==> src/rtl/lsu_pkg.sv <==
package lsu_pkg;
  localparam int DATA_W = 32;
  localparam int LANES  = DATA_W / 8;
  localparam int OFF_W  = $clog2(LANES);

  typedef enum logic [1:0] {
    SZ_BYTE = 2'b00,
    SZ_HALF = 2'b01,
    SZ_FULL = 2'b10,
    SZ_RSVD = 2'b11
  } acc_size_e;

  // number of bytes covered by a size code; reserved maps to a full word
  function automatic logic [2:0] size_bytes(acc_size_e s);
    case (s)
      SZ_BYTE: size_bytes = 3'd1;
      SZ_HALF: size_bytes = 3'd2;
      default: size_bytes = 3'd4;
    endcase
  endfunction

  // lane index of the least significant byte of the access
  function automatic logic [OFF_W-1:0] lane_base(logic big, acc_size_e s,
                                                 logic [OFF_W-1:0] off);
    logic [2:0] tmp;
    tmp = 3'd4 - size_bytes(s) - {1'b0, off};
    lane_base = big ? tmp[OFF_W-1:0] : off;
  endfunction
endpackage

==> src/rtl/lsu_endian_latch.sv <==
module lsu_endian_latch (
  input  logic clk_i,
  input  logic por_ni,
  input  logic pin_i,
  output logic big_o
);
  logic big_q;

  always_ff @(posedge clk_i) begin
    if (!por_ni) big_q <= pin_i;
  end

  assign big_o = big_q;

  assert_order_locked_R5: assert property (@(posedge clk_i) disable iff (!por_ni)
    $past(por_ni) |-> $stable(big_q))
    else $error("byte order changed after reset");
endmodule

==> src/rtl/lsu_align_check.sv <==
module lsu_align_check
  import lsu_pkg::*;
(
  input  logic             clk_i,
  input  logic             por_ni,
  input  logic             valid_i,
  input  acc_size_e        size_i,
  input  logic [OFF_W-1:0] off_i,
  output logic             err_o
);
  logic misal;

  always_comb begin
    case (size_i)
      SZ_BYTE: misal = 1'b0;
      SZ_HALF: misal = off_i[0];
      SZ_FULL: misal = |off_i;
      default: misal = 1'b1;
    endcase
  end

  assign err_o = valid_i & misal;

  assert_byte_legal_R2: assert property (@(posedge clk_i) disable iff (!por_ni)
    (valid_i && size_i == SZ_BYTE) |-> !err_o)
    else $error("byte access flagged");

  assert_rsvd_flags_R1: assert property (@(posedge clk_i) disable iff (!por_ni)
    (valid_i && size_i == SZ_RSVD) |-> err_o)
    else $error("reserved size not flagged");
endmodule

==> src/rtl/lsu_store_steer.sv <==
module lsu_store_steer
  import lsu_pkg::*;
(
  input  logic              clk_i,
  input  logic              por_ni,
  input  logic              en_i,
  input  logic              big_i,
  input  acc_size_e         size_i,
  input  logic [OFF_W-1:0]  off_i,
  input  logic [DATA_W-1:0] wdata_i,
  output logic [LANES-1:0]  be_o,
  output logic [DATA_W-1:0] wdata_o
);
  logic [LANES-1:0] base_mask;
  logic [OFF_W-1:0] sh;

  assign sh = lane_base(big_i, size_i, off_i);

  always_comb begin
    case (size_i)
      SZ_BYTE: begin
        base_mask = 4'b0001;
        wdata_o   = {4{wdata_i[7:0]}};
      end
      SZ_HALF: begin
        base_mask = 4'b0011;
        wdata_o   = {2{wdata_i[15:0]}};
      end
      SZ_FULL: begin
        base_mask = 4'b1111;
        wdata_o   = wdata_i;
      end
      default: begin
        base_mask = 4'b0000;
        wdata_o   = wdata_i;
      end
    endcase
  end

  assign be_o = en_i ? LANES'(base_mask << sh) : '0;

  assert_lane_count_R8: assert property (@(posedge clk_i) disable iff (!por_ni)
    en_i |-> ($countones(be_o) == int'(size_bytes(size_i))))
    else $error("wrong number of lanes enabled");
endmodule

==> src/rtl/lsu_load_extract.sv <==
module lsu_load_extract
  import lsu_pkg::*;
(
  input  logic              clk_i,
  input  logic              por_ni,
  input  logic              valid_i,
  input  logic              big_i,
  input  acc_size_e         size_i,
  input  logic [OFF_W-1:0]  off_i,
  input  logic [DATA_W-1:0] rdata_i,
  output logic [DATA_W-1:0] data_o
);
  logic [OFF_W-1:0]  sh;
  logic [DATA_W-1:0] shifted;

  assign sh      = lane_base(big_i, size_i, off_i);
  assign shifted = rdata_i >> {sh, 3'b000};

  always_comb begin
    case (size_i)
      SZ_BYTE: data_o = {{24{shifted[7]}}, shifted[7:0]};
      SZ_HALF: data_o = {{16{shifted[15]}}, shifted[15:0]};
      default: data_o = rdata_i;
    endcase
  end

  assert_full_passthru_R9: assert property (@(posedge clk_i) disable iff (!por_ni)
    (valid_i && size_i == SZ_FULL) |-> data_o == rdata_i)
    else $error("fullword load altered");

  assert_half_source_R7: assert property (@(posedge clk_i) disable iff (!por_ni)
    (valid_i && size_i == SZ_HALF) |->
      (data_o[15:0] == rdata_i[15:0] || data_o[15:0] == rdata_i[31:16]))
    else $error("halfword not taken from a half");
endmodule

==> src/rtl/lsu_lane_unit.sv <==
module lsu_lane_unit
  import lsu_pkg::*;
#(
  parameter int AW = 32
) (
  input  logic          clk,
  input  logic          por_n,
  input  logic          endian_pin,
  output logic          big_endian,
  input  logic          req_valid,
  output logic          req_ready,
  input  logic          req_write,
  input  logic [1:0]    req_size,
  input  logic [AW-1:0] req_addr,
  input  logic [31:0]   req_wdata,
  output logic          addr_err,
  output logic          mem_valid,
  input  logic          mem_ready,
  output logic          mem_we,
  output logic [AW-1:0] mem_addr,
  output logic [3:0]    mem_be,
  output logic [31:0]   mem_wdata,
  input  logic          rsp_valid,
  input  logic [1:0]    rsp_size,
  input  logic [1:0]    rsp_off,
  input  logic [31:0]   rsp_rdata,
  output logic          ld_valid,
  output logic [31:0]   ld_data
);
  acc_size_e        req_sz, rsp_sz;
  logic [OFF_W-1:0] req_off;
  logic             legal;

  assign req_sz  = acc_size_e'(req_size);
  assign rsp_sz  = acc_size_e'(rsp_size);
  assign req_off = req_addr[OFF_W-1:0];

  lsu_endian_latch u_order (
    .clk_i (clk),
    .por_ni(por_n),
    .pin_i (endian_pin),
    .big_o (big_endian)
  );

  lsu_align_check u_align (
    .clk_i  (clk),
    .por_ni (por_n),
    .valid_i(req_valid),
    .size_i (req_sz),
    .off_i  (req_off),
    .err_o  (addr_err)
  );

  assign legal     = req_valid & ~addr_err;
  assign mem_valid = legal;
  assign req_ready = addr_err | mem_ready;
  assign mem_we    = req_write;
  assign mem_addr  = req_addr;

  lsu_store_steer u_store (
    .clk_i  (clk),
    .por_ni (por_n),
    .en_i   (legal),
    .big_i  (big_endian),
    .size_i (req_sz),
    .off_i  (req_off),
    .wdata_i(req_wdata),
    .be_o   (mem_be),
    .wdata_o(mem_wdata)
  );

  lsu_load_extract u_load (
    .clk_i  (clk),
    .por_ni (por_n),
    .valid_i(rsp_valid),
    .big_i  (big_endian),
    .size_i (rsp_sz),
    .off_i  (rsp_off),
    .rdata_i(rsp_rdata),
    .data_o (ld_data)
  );

  assign ld_valid = rsp_valid;

  assert_err_drops_R4: assert property (@(posedge clk) disable iff (!por_n)
    addr_err |-> (!mem_valid && mem_be == 4'b0000 && req_ready))
    else $error("faulting request reached memory");

  assert_strobe_needs_req_R10: assert property (@(posedge clk) disable iff (!por_n)
    mem_valid |-> (req_valid && req_ready == mem_ready))
    else $error("strobe without request");

  assert_misaligned_R3: assert property (@(posedge clk) disable iff (!por_n)
    (req_valid && ((req_sz == SZ_HALF && req_addr[0]) ||
                   (req_sz == SZ_FULL && req_addr[1:0] != 2'b00))) |-> !mem_valid)
    else $error("misaligned request forwarded");
endmodule

==> config.mk <==
export PLATFORM = sky130hd
export DESIGN_NAME = lsu_lane_unit
export DESIGN_NICKNAME = d
export VERILOG_FILES = /design/src/rtl/lsu_pkg.sv /design/src/rtl/lsu_endian_latch.sv /design/src/rtl/lsu_align_check.sv /design/src/rtl/lsu_store_steer.sv /design/src/rtl/lsu_load_extract.sv /design/src/rtl/lsu_lane_unit.sv
export SDC_FILE = /design/constraint.sdc
export NUM_CORES = 1
export LEC_CHECK = 0
export BUFFER_PORTS_ARGS = -buffer_cell sky130_fd_sc_hd__buf_4
export CORE_AREA = 2 2 83 85
export DETAILED_ROUTE_END_ITERATION = 16
export DIE_AREA = 0 0 85 87
export GPL_TIMING_DRIVEN = 0
export HOLD_SLACK_MARGIN = 0.06
export PLACE_DENSITY = 0.7
export SLEW_MARGIN = 25
export SYNTH_ARGS = -nofsm -noshare
export SYNTH_HDL_FRONTEND = slang
export SYNTH_SLANG_ARGS = --single-unit
==> constraint.sdc <==
create_clock -name clk -period 3.8 [get_ports clk]
set_input_delay 0.76 -clock clk [delete_from_list [all_inputs] [get_ports clk]]
set_output_delay 0.76 -clock clk [all_outputs]
set_load 0.1 [all_outputs]
# Yosys cells after proc, flatten, opt, wreduce, memory -nomap -nowiden
# Cells that the tools add are included.
[totals] reg_bits=1 inputBits=109 output_inout_bits=106 word_cells=26
[classes] add_sub_neg=4 n_eq_ne=3 n_shift=2 n_mux=9 bitwise_logic=4 n_reduce_logical=3
[ops] operator="$pmux 32 s2" count=2
[ops] operator="$shr 32x5->16" count=1
[ops] operator="$pmux 4 s3" count=1
[ops] operator="$pmux 2 s2" count=2
[ops] operator="$eq 2x1->1 const B" count=2
[ops] operator="$logic_not 2->1" count=2
[ops] operator="$mux 2" count=2
[ops] operator="$mux 4" count=1
[ops] operator="$shl 4x2->4" count=1
[ops] operator="$sub 1x2->2 const A" count=2
[ops] operator="$sub 2x2->2" count=2
[ops] operator="$pmux 1 s3" count=1
[ops] operator="$and 1x1->1" count=2
[ops] operator="$eq 2x2->1 const B" count=1
[ops] operator="$reduce_or 2->1" count=1
[ops] operator="$not 1->1" count=1
[ops] operator="$or 1x1->1" count=1

# Longest topological paths before layout
[depth] depth_word=7 depth_mapped=9 mapped_depth_nobuf=9

# By module
# From an unflattened synthesis, not the netlist that was laid out.
[hier_totals] cells_unflattened=266 area_unflattened_um2=1885.6
[modules_own_cells] mod="lsu_load_extract" instances=1 cells_each=142 area_per_inst_um2=979.7 seq_area_each_um2=0.0
[modules_own_cells] mod="lsu_store_steer" instances=1 cells_each=83 area_per_inst_um2=585.6 seq_area_each_um2=0.0
[modules_own_cells] mod="lsu_lane_unit" instances=1 cells_each=36 area_per_inst_um2=270.3 seq_area_each_um2=0.0
[modules_own_cells] mod="lsu_endian_latch" instances=1 cells_each=2 area_per_inst_um2=33.8 seq_area_each_um2=30.0
[modules_own_cells] mod="lsu_align_check" instances=1 cells_each=3 area_per_inst_um2=16.3 seq_area_each_um2=0.0

# Least setup slack after synthesis
# No wires, ideal clock.
[synth_path] kind="in2out" start="input port req_size[0]" end="output port mem_be[3]" arrival_ns=4.058 required_ns=3.040 path_slack_ns=-1.018 cell_stages=9 n_path_buf=0 path_cell_list="inv_1 ha_1 inv_1 ha_1 xnor2_1 nand2_1 xnor2_1 nor2_1 a211oi_1"
[synth_via] elab_chain_len=7
[synth_rtl] element="start: declaration" line_no="lsu_lane_unit.sv:13" rtl="input logic [1:0] req_size,"
[synth_rtl] element="$eq 2x1->1 / $logic_not 2->1 (equally long branches)" line_no="lsu_pkg.sv:15, lsu_align_check.sv:14, lsu_store_steer.sv:20"
[synth_rtl] element="$pmux 2 s2" line_no="lsu_pkg.sv:15" rtl="case (s)"
[synth_rtl] element="$sub 1x2->2" line_no="lsu_pkg.sv:26" rtl="tmp = 3'd4 - size_bytes(s) - {1'b0, off};"
[synth_rtl] element="$sub 2x2->2" line_no="lsu_pkg.sv:26"
[synth_rtl] element="$mux 2" line_no="lsu_pkg.sv:27" rtl="lane_base = big ? tmp[OFF_W-1:0] : off;"
[synth_rtl] element="$shl 4x2->4" line_no="lsu_store_steer.sv:40" rtl="assign be_o = en_i ? LANES'(base_mask << sh) : '0;"
[synth_rtl] element="$mux 4 (*)" line_no="lsu_store_steer.sv:40"
[synth_rtl] element="end: declaration" line_no="lsu_lane_unit.sv:21" rtl="output logic [3:0] mem_be,"
# Every way passes the cells marked *; elsewhere a longest branch is shown, timed or not.

# Worst setup path in the final report
[layout_path] start="input port rsp_size[1]" end="output port ld_data[24]"
[layout_via] elab_chain_len=7
[layout_rtl] element="start: declaration" line_no="lsu_lane_unit.sv:24" rtl="input logic [1:0] rsp_size,"
[layout_rtl] element="$eq 2x1->1 / $logic_not 2->1 (equally long branches)" line_no="lsu_pkg.sv:15, lsu_load_extract.sv:20"
[layout_rtl] element="$pmux 2 s2" line_no="lsu_pkg.sv:15"
[layout_rtl] element="$sub 1x2->2" line_no="lsu_pkg.sv:26"
[layout_rtl] element="$sub 2x2->2" line_no="lsu_pkg.sv:26"
[layout_rtl] element="$mux 2" line_no="lsu_pkg.sv:27"
[layout_rtl] element="$shr 32x5->16" line_no="lsu_load_extract.sv:17" rtl="assign shifted = rdata_i >> {sh, 3'b000};"
[layout_rtl] element="$pmux 32 s2 (*)" line_no="lsu_load_extract.sv:20" rtl="case (size_i)"
[layout_rtl] element="end: declaration" line_no="lsu_lane_unit.sv:28" rtl="output logic [31:0] ld_data"
# Marks and branches as above.

==> reports/summary.txt <==
Status -> finished, final reports clean
Worst Setup Start Kind -> input port
N_diodes -> 0
Grt ovf -> 0
First-pass GRT wire length -> 11700 um
DR vias/cell -> 4.89
GP Congestion -> 0.815
Initial Util -> 27.4%
Yosys reg bits -> 1
Hold_sp -> endian_pin
Most frequent cells in the layout -> buf_4 (225), nand2_1 (54), nand3_4 (17), mux2_2 (16), mux2i_1 (14)
Top routing layer in use -> met4
P_leak -> 2.00 nW
Setup CP Type -> in2out
Hold Path Stages -> 1
Max Fclk -> 269 MHz
Int Power -> 0.381 mW
Multi-input logic area -> 1740 sq um
Req. time, crit path -> 3040 ps
TNS Setup -> 0 ps
Die height -> 87 um
Post-layout util -> 57.4%
Largest register FFs -> 1
Total core area -> 6570 sq um
Syn-to-layout area delta -> 109%
Commonest non-fill, non-tap cell in the layout -> buf_4
Worst Tran Pin Value -> 682 ps
Cell area power density -> 368 nW/um^2
Comb power frac -> 99.0%
Die area -> 7400 sq um
Post-route ant nets -> 0
Routed wl met3 -> 777 um
Overall Power -> 1.39 mW
Via count -> 2612
I/O Buffers -> 182
Met2 routed WL -> 4120 um
IO Count -> 215
Hold Path End -> u_order.big_o
GRT Overall Usage -> 18.9%
Syn_area_per_cell -> 6.78 sq um
RSZ-0062 raised after global routing -> true
Clock Power Share -> 0%
Final nets -> 574
Filler instances -> 609
Mapped cell area -> 1800 sq um
Yosys cell types -> 33
Setup Viol. Count Final -> 0
Post-cts hold buffer count -> 0
Min Tclk post-route -> 3710 ps
Post-synthesis sequential area ratio -> 1.67%
Met1 WL -> 2710 um
Share of layout cells above drive strength 1 -> 64.8%
Drt pass-1 iters -> 4
DPL Wire Length -> 6740 um
Die extent in x -> 85 um
Class of the worst hold path -> in2reg
CP endpoint kind -> primary output
Drt drc -> 0
CP arrival -> 2950 ps
Cell Rows -> 30
Crit Path Max Fanout -> 7
Switching Share -> 72.5%
Vias in the first global route -> 2517
Reg area -> 30.0 sq um
Largest net degree at the start of global routing -> 11
Initial antenna violation count -> 0
DR WL/cell -> 14.6 um
Final hold violation count -> 0
Ys Warns -> 0
Max cap viols -> 0
Gate Count Post-Synth -> 266
Worst slew margin -> 54.5%
Final max-slew violation count -> 0
Initial DRC Count -> 73
Clock slew at reported path FFs -> 0 ps
Sequential power share -> 1.0%
Post-Route WL -> 7780 um
Peak supply drop -> 0.233 mV
Tcrit/Tclk final -> 97.8%
Net Count, Synth -> 384
Net Sw Power -> 1.01 mW
-- cells in the mapped netlist, drive strengths merged --
| library cell | number | area share [%] |
|---|---|---|
| o221ai | 4 | 1.9 |
| or2 | 2 | 0.69 |
| nand2 | 54 | 11 |
| ha | 9 | 6.2 |
| a221o | 7 | 3.9 |
| nand3 | 17 | 4.7 |
| a211oi | 1 | 0.42 |
| a21o | 1 | 0.42 |
| nor3 | 7 | 1.9 |
| nor3b | 1 | 0.42 |
| a22oi | 8 | 3.3 |
| xnor2 | 3 | 1.5 |
| edfxtp | 1 | 1.7 |
| o22a | 1 | 0.49 |
| clkbuf | 10 | 2.1 |
| nor4 | 1 | 0.35 |
| and3 | 1 | 0.35 |
| mux2 | 17 | 11 |
| a31oi | 1 | 0.35 |
| xor2 | 1 | 1.5 |
| a22o | 8 | 3.9 |
| a21oi | 5 | 1.4 |
| buf | 49 | 19 |
| o211ai | 3 | 1.2 |
| nor2b | 6 | 2.5 |
| inv | 11 | 2.3 |
| mux2i | 18 | 11 |
| nor2 | 16 | 3.3 |
| nand2b | 3 | 1.0 |
-- routing by layer --
layer | vias to the layer above | track usage (%)
met1 | 1194 | 20.8
met3 | 12 | 3.98
met2 | 143 | 37.1
met5 | - | 0
met4 | 0 | 3.75
li1 | 1263 | -
-- worst max-delay path: stages --
cell,delay [ps]
buf_4,130
or2_4,270
ha_4,160
nand2b_4,130
mux2i_4,240
xor2_4,230
buf_4,190
mux2i_4,300
buf_6,220
nand3_4,70
buf_4,230
-- repair_timing --
item,in CTS,in global routing
resized for setup,4,15
buffers inserted,6,0
endpoints found under the setup margin,24,33
pin swaps,1,1
hold endpoints to repair,0,0
-- cell families (layout without fill, tap and decap cells) --
| kind of cell | count (synthesis) | after routing | synth area share [%] |
|---|---|---|---|
| adders and majority gates | 9 | 9 | 6.25 |
| and+or+nand+nor | 108 | 108 | 26.6 |
| xor gates and xnor gates | 4 | 4 | 2.98 |
| DFF | 1 | 1 | 1.67 |
| buffers and inverters | 70 | 258 | 23.9 |
| muxes | 35 | 35 | 21.3 |
| AOI/OAI and AO/OA | 39 | 39 | 17.3 |
-- per-stage QoR --
stage,hold WS [ps],cell area [sq um],cells,setup slack (ps)
CTS,939,3710,534,0.641
finish,939,3770,534,85.0
floorplan,859,2180,266,-632
global route,945,3770,534,-1.93
global placement,940,3650,528,-443
detailed placement,939,3650,528,-458
-- worst max path at each step --
| stage | start | endpoint | slack [ps] | cells past startpoint |
|---|---|---|---|---|
| final | rsp_size[1] | ld_data[24] | 90 | 11 |
| after global routing | rsp_size[1] | ld_data[20] | -2 | 11 |
| after CTS | rsp_size[1] | ld_data[27] | 0.6 | 11 |
| after detailed placement | rsp_size[1] | ld_data[27] | -460 | 10 |
| after global placement | rsp_size[1] | ld_data[22] | -440 | 10 |
| after floorplan | rsp_size[1] | ld_data[8] | -630 | 8 |
-- area by class of cell --
class,count,share of cell area (%)
flip-flops and latches,1,0.796
well taps,80,2.65
multi-input cells,195,46.0
plain buffers,59,11.4
inverters,11,1.09
repair buffers,188,38.0
-- power by group through the flow --
stage	combinational [mW]	sequential, mW	clock, mW
6_report	1.37	0.0140	0
5_1_grt	1.42	0.0142	0
4_1_cts	1.36	0.0140	0
3_5_place_dp	1.35	0.0140	0
3_3_place_gp	1.34	0.0140	0
2_1_floorplan	1.07	0.0201	0
Power figures use the tool's default switching activity.
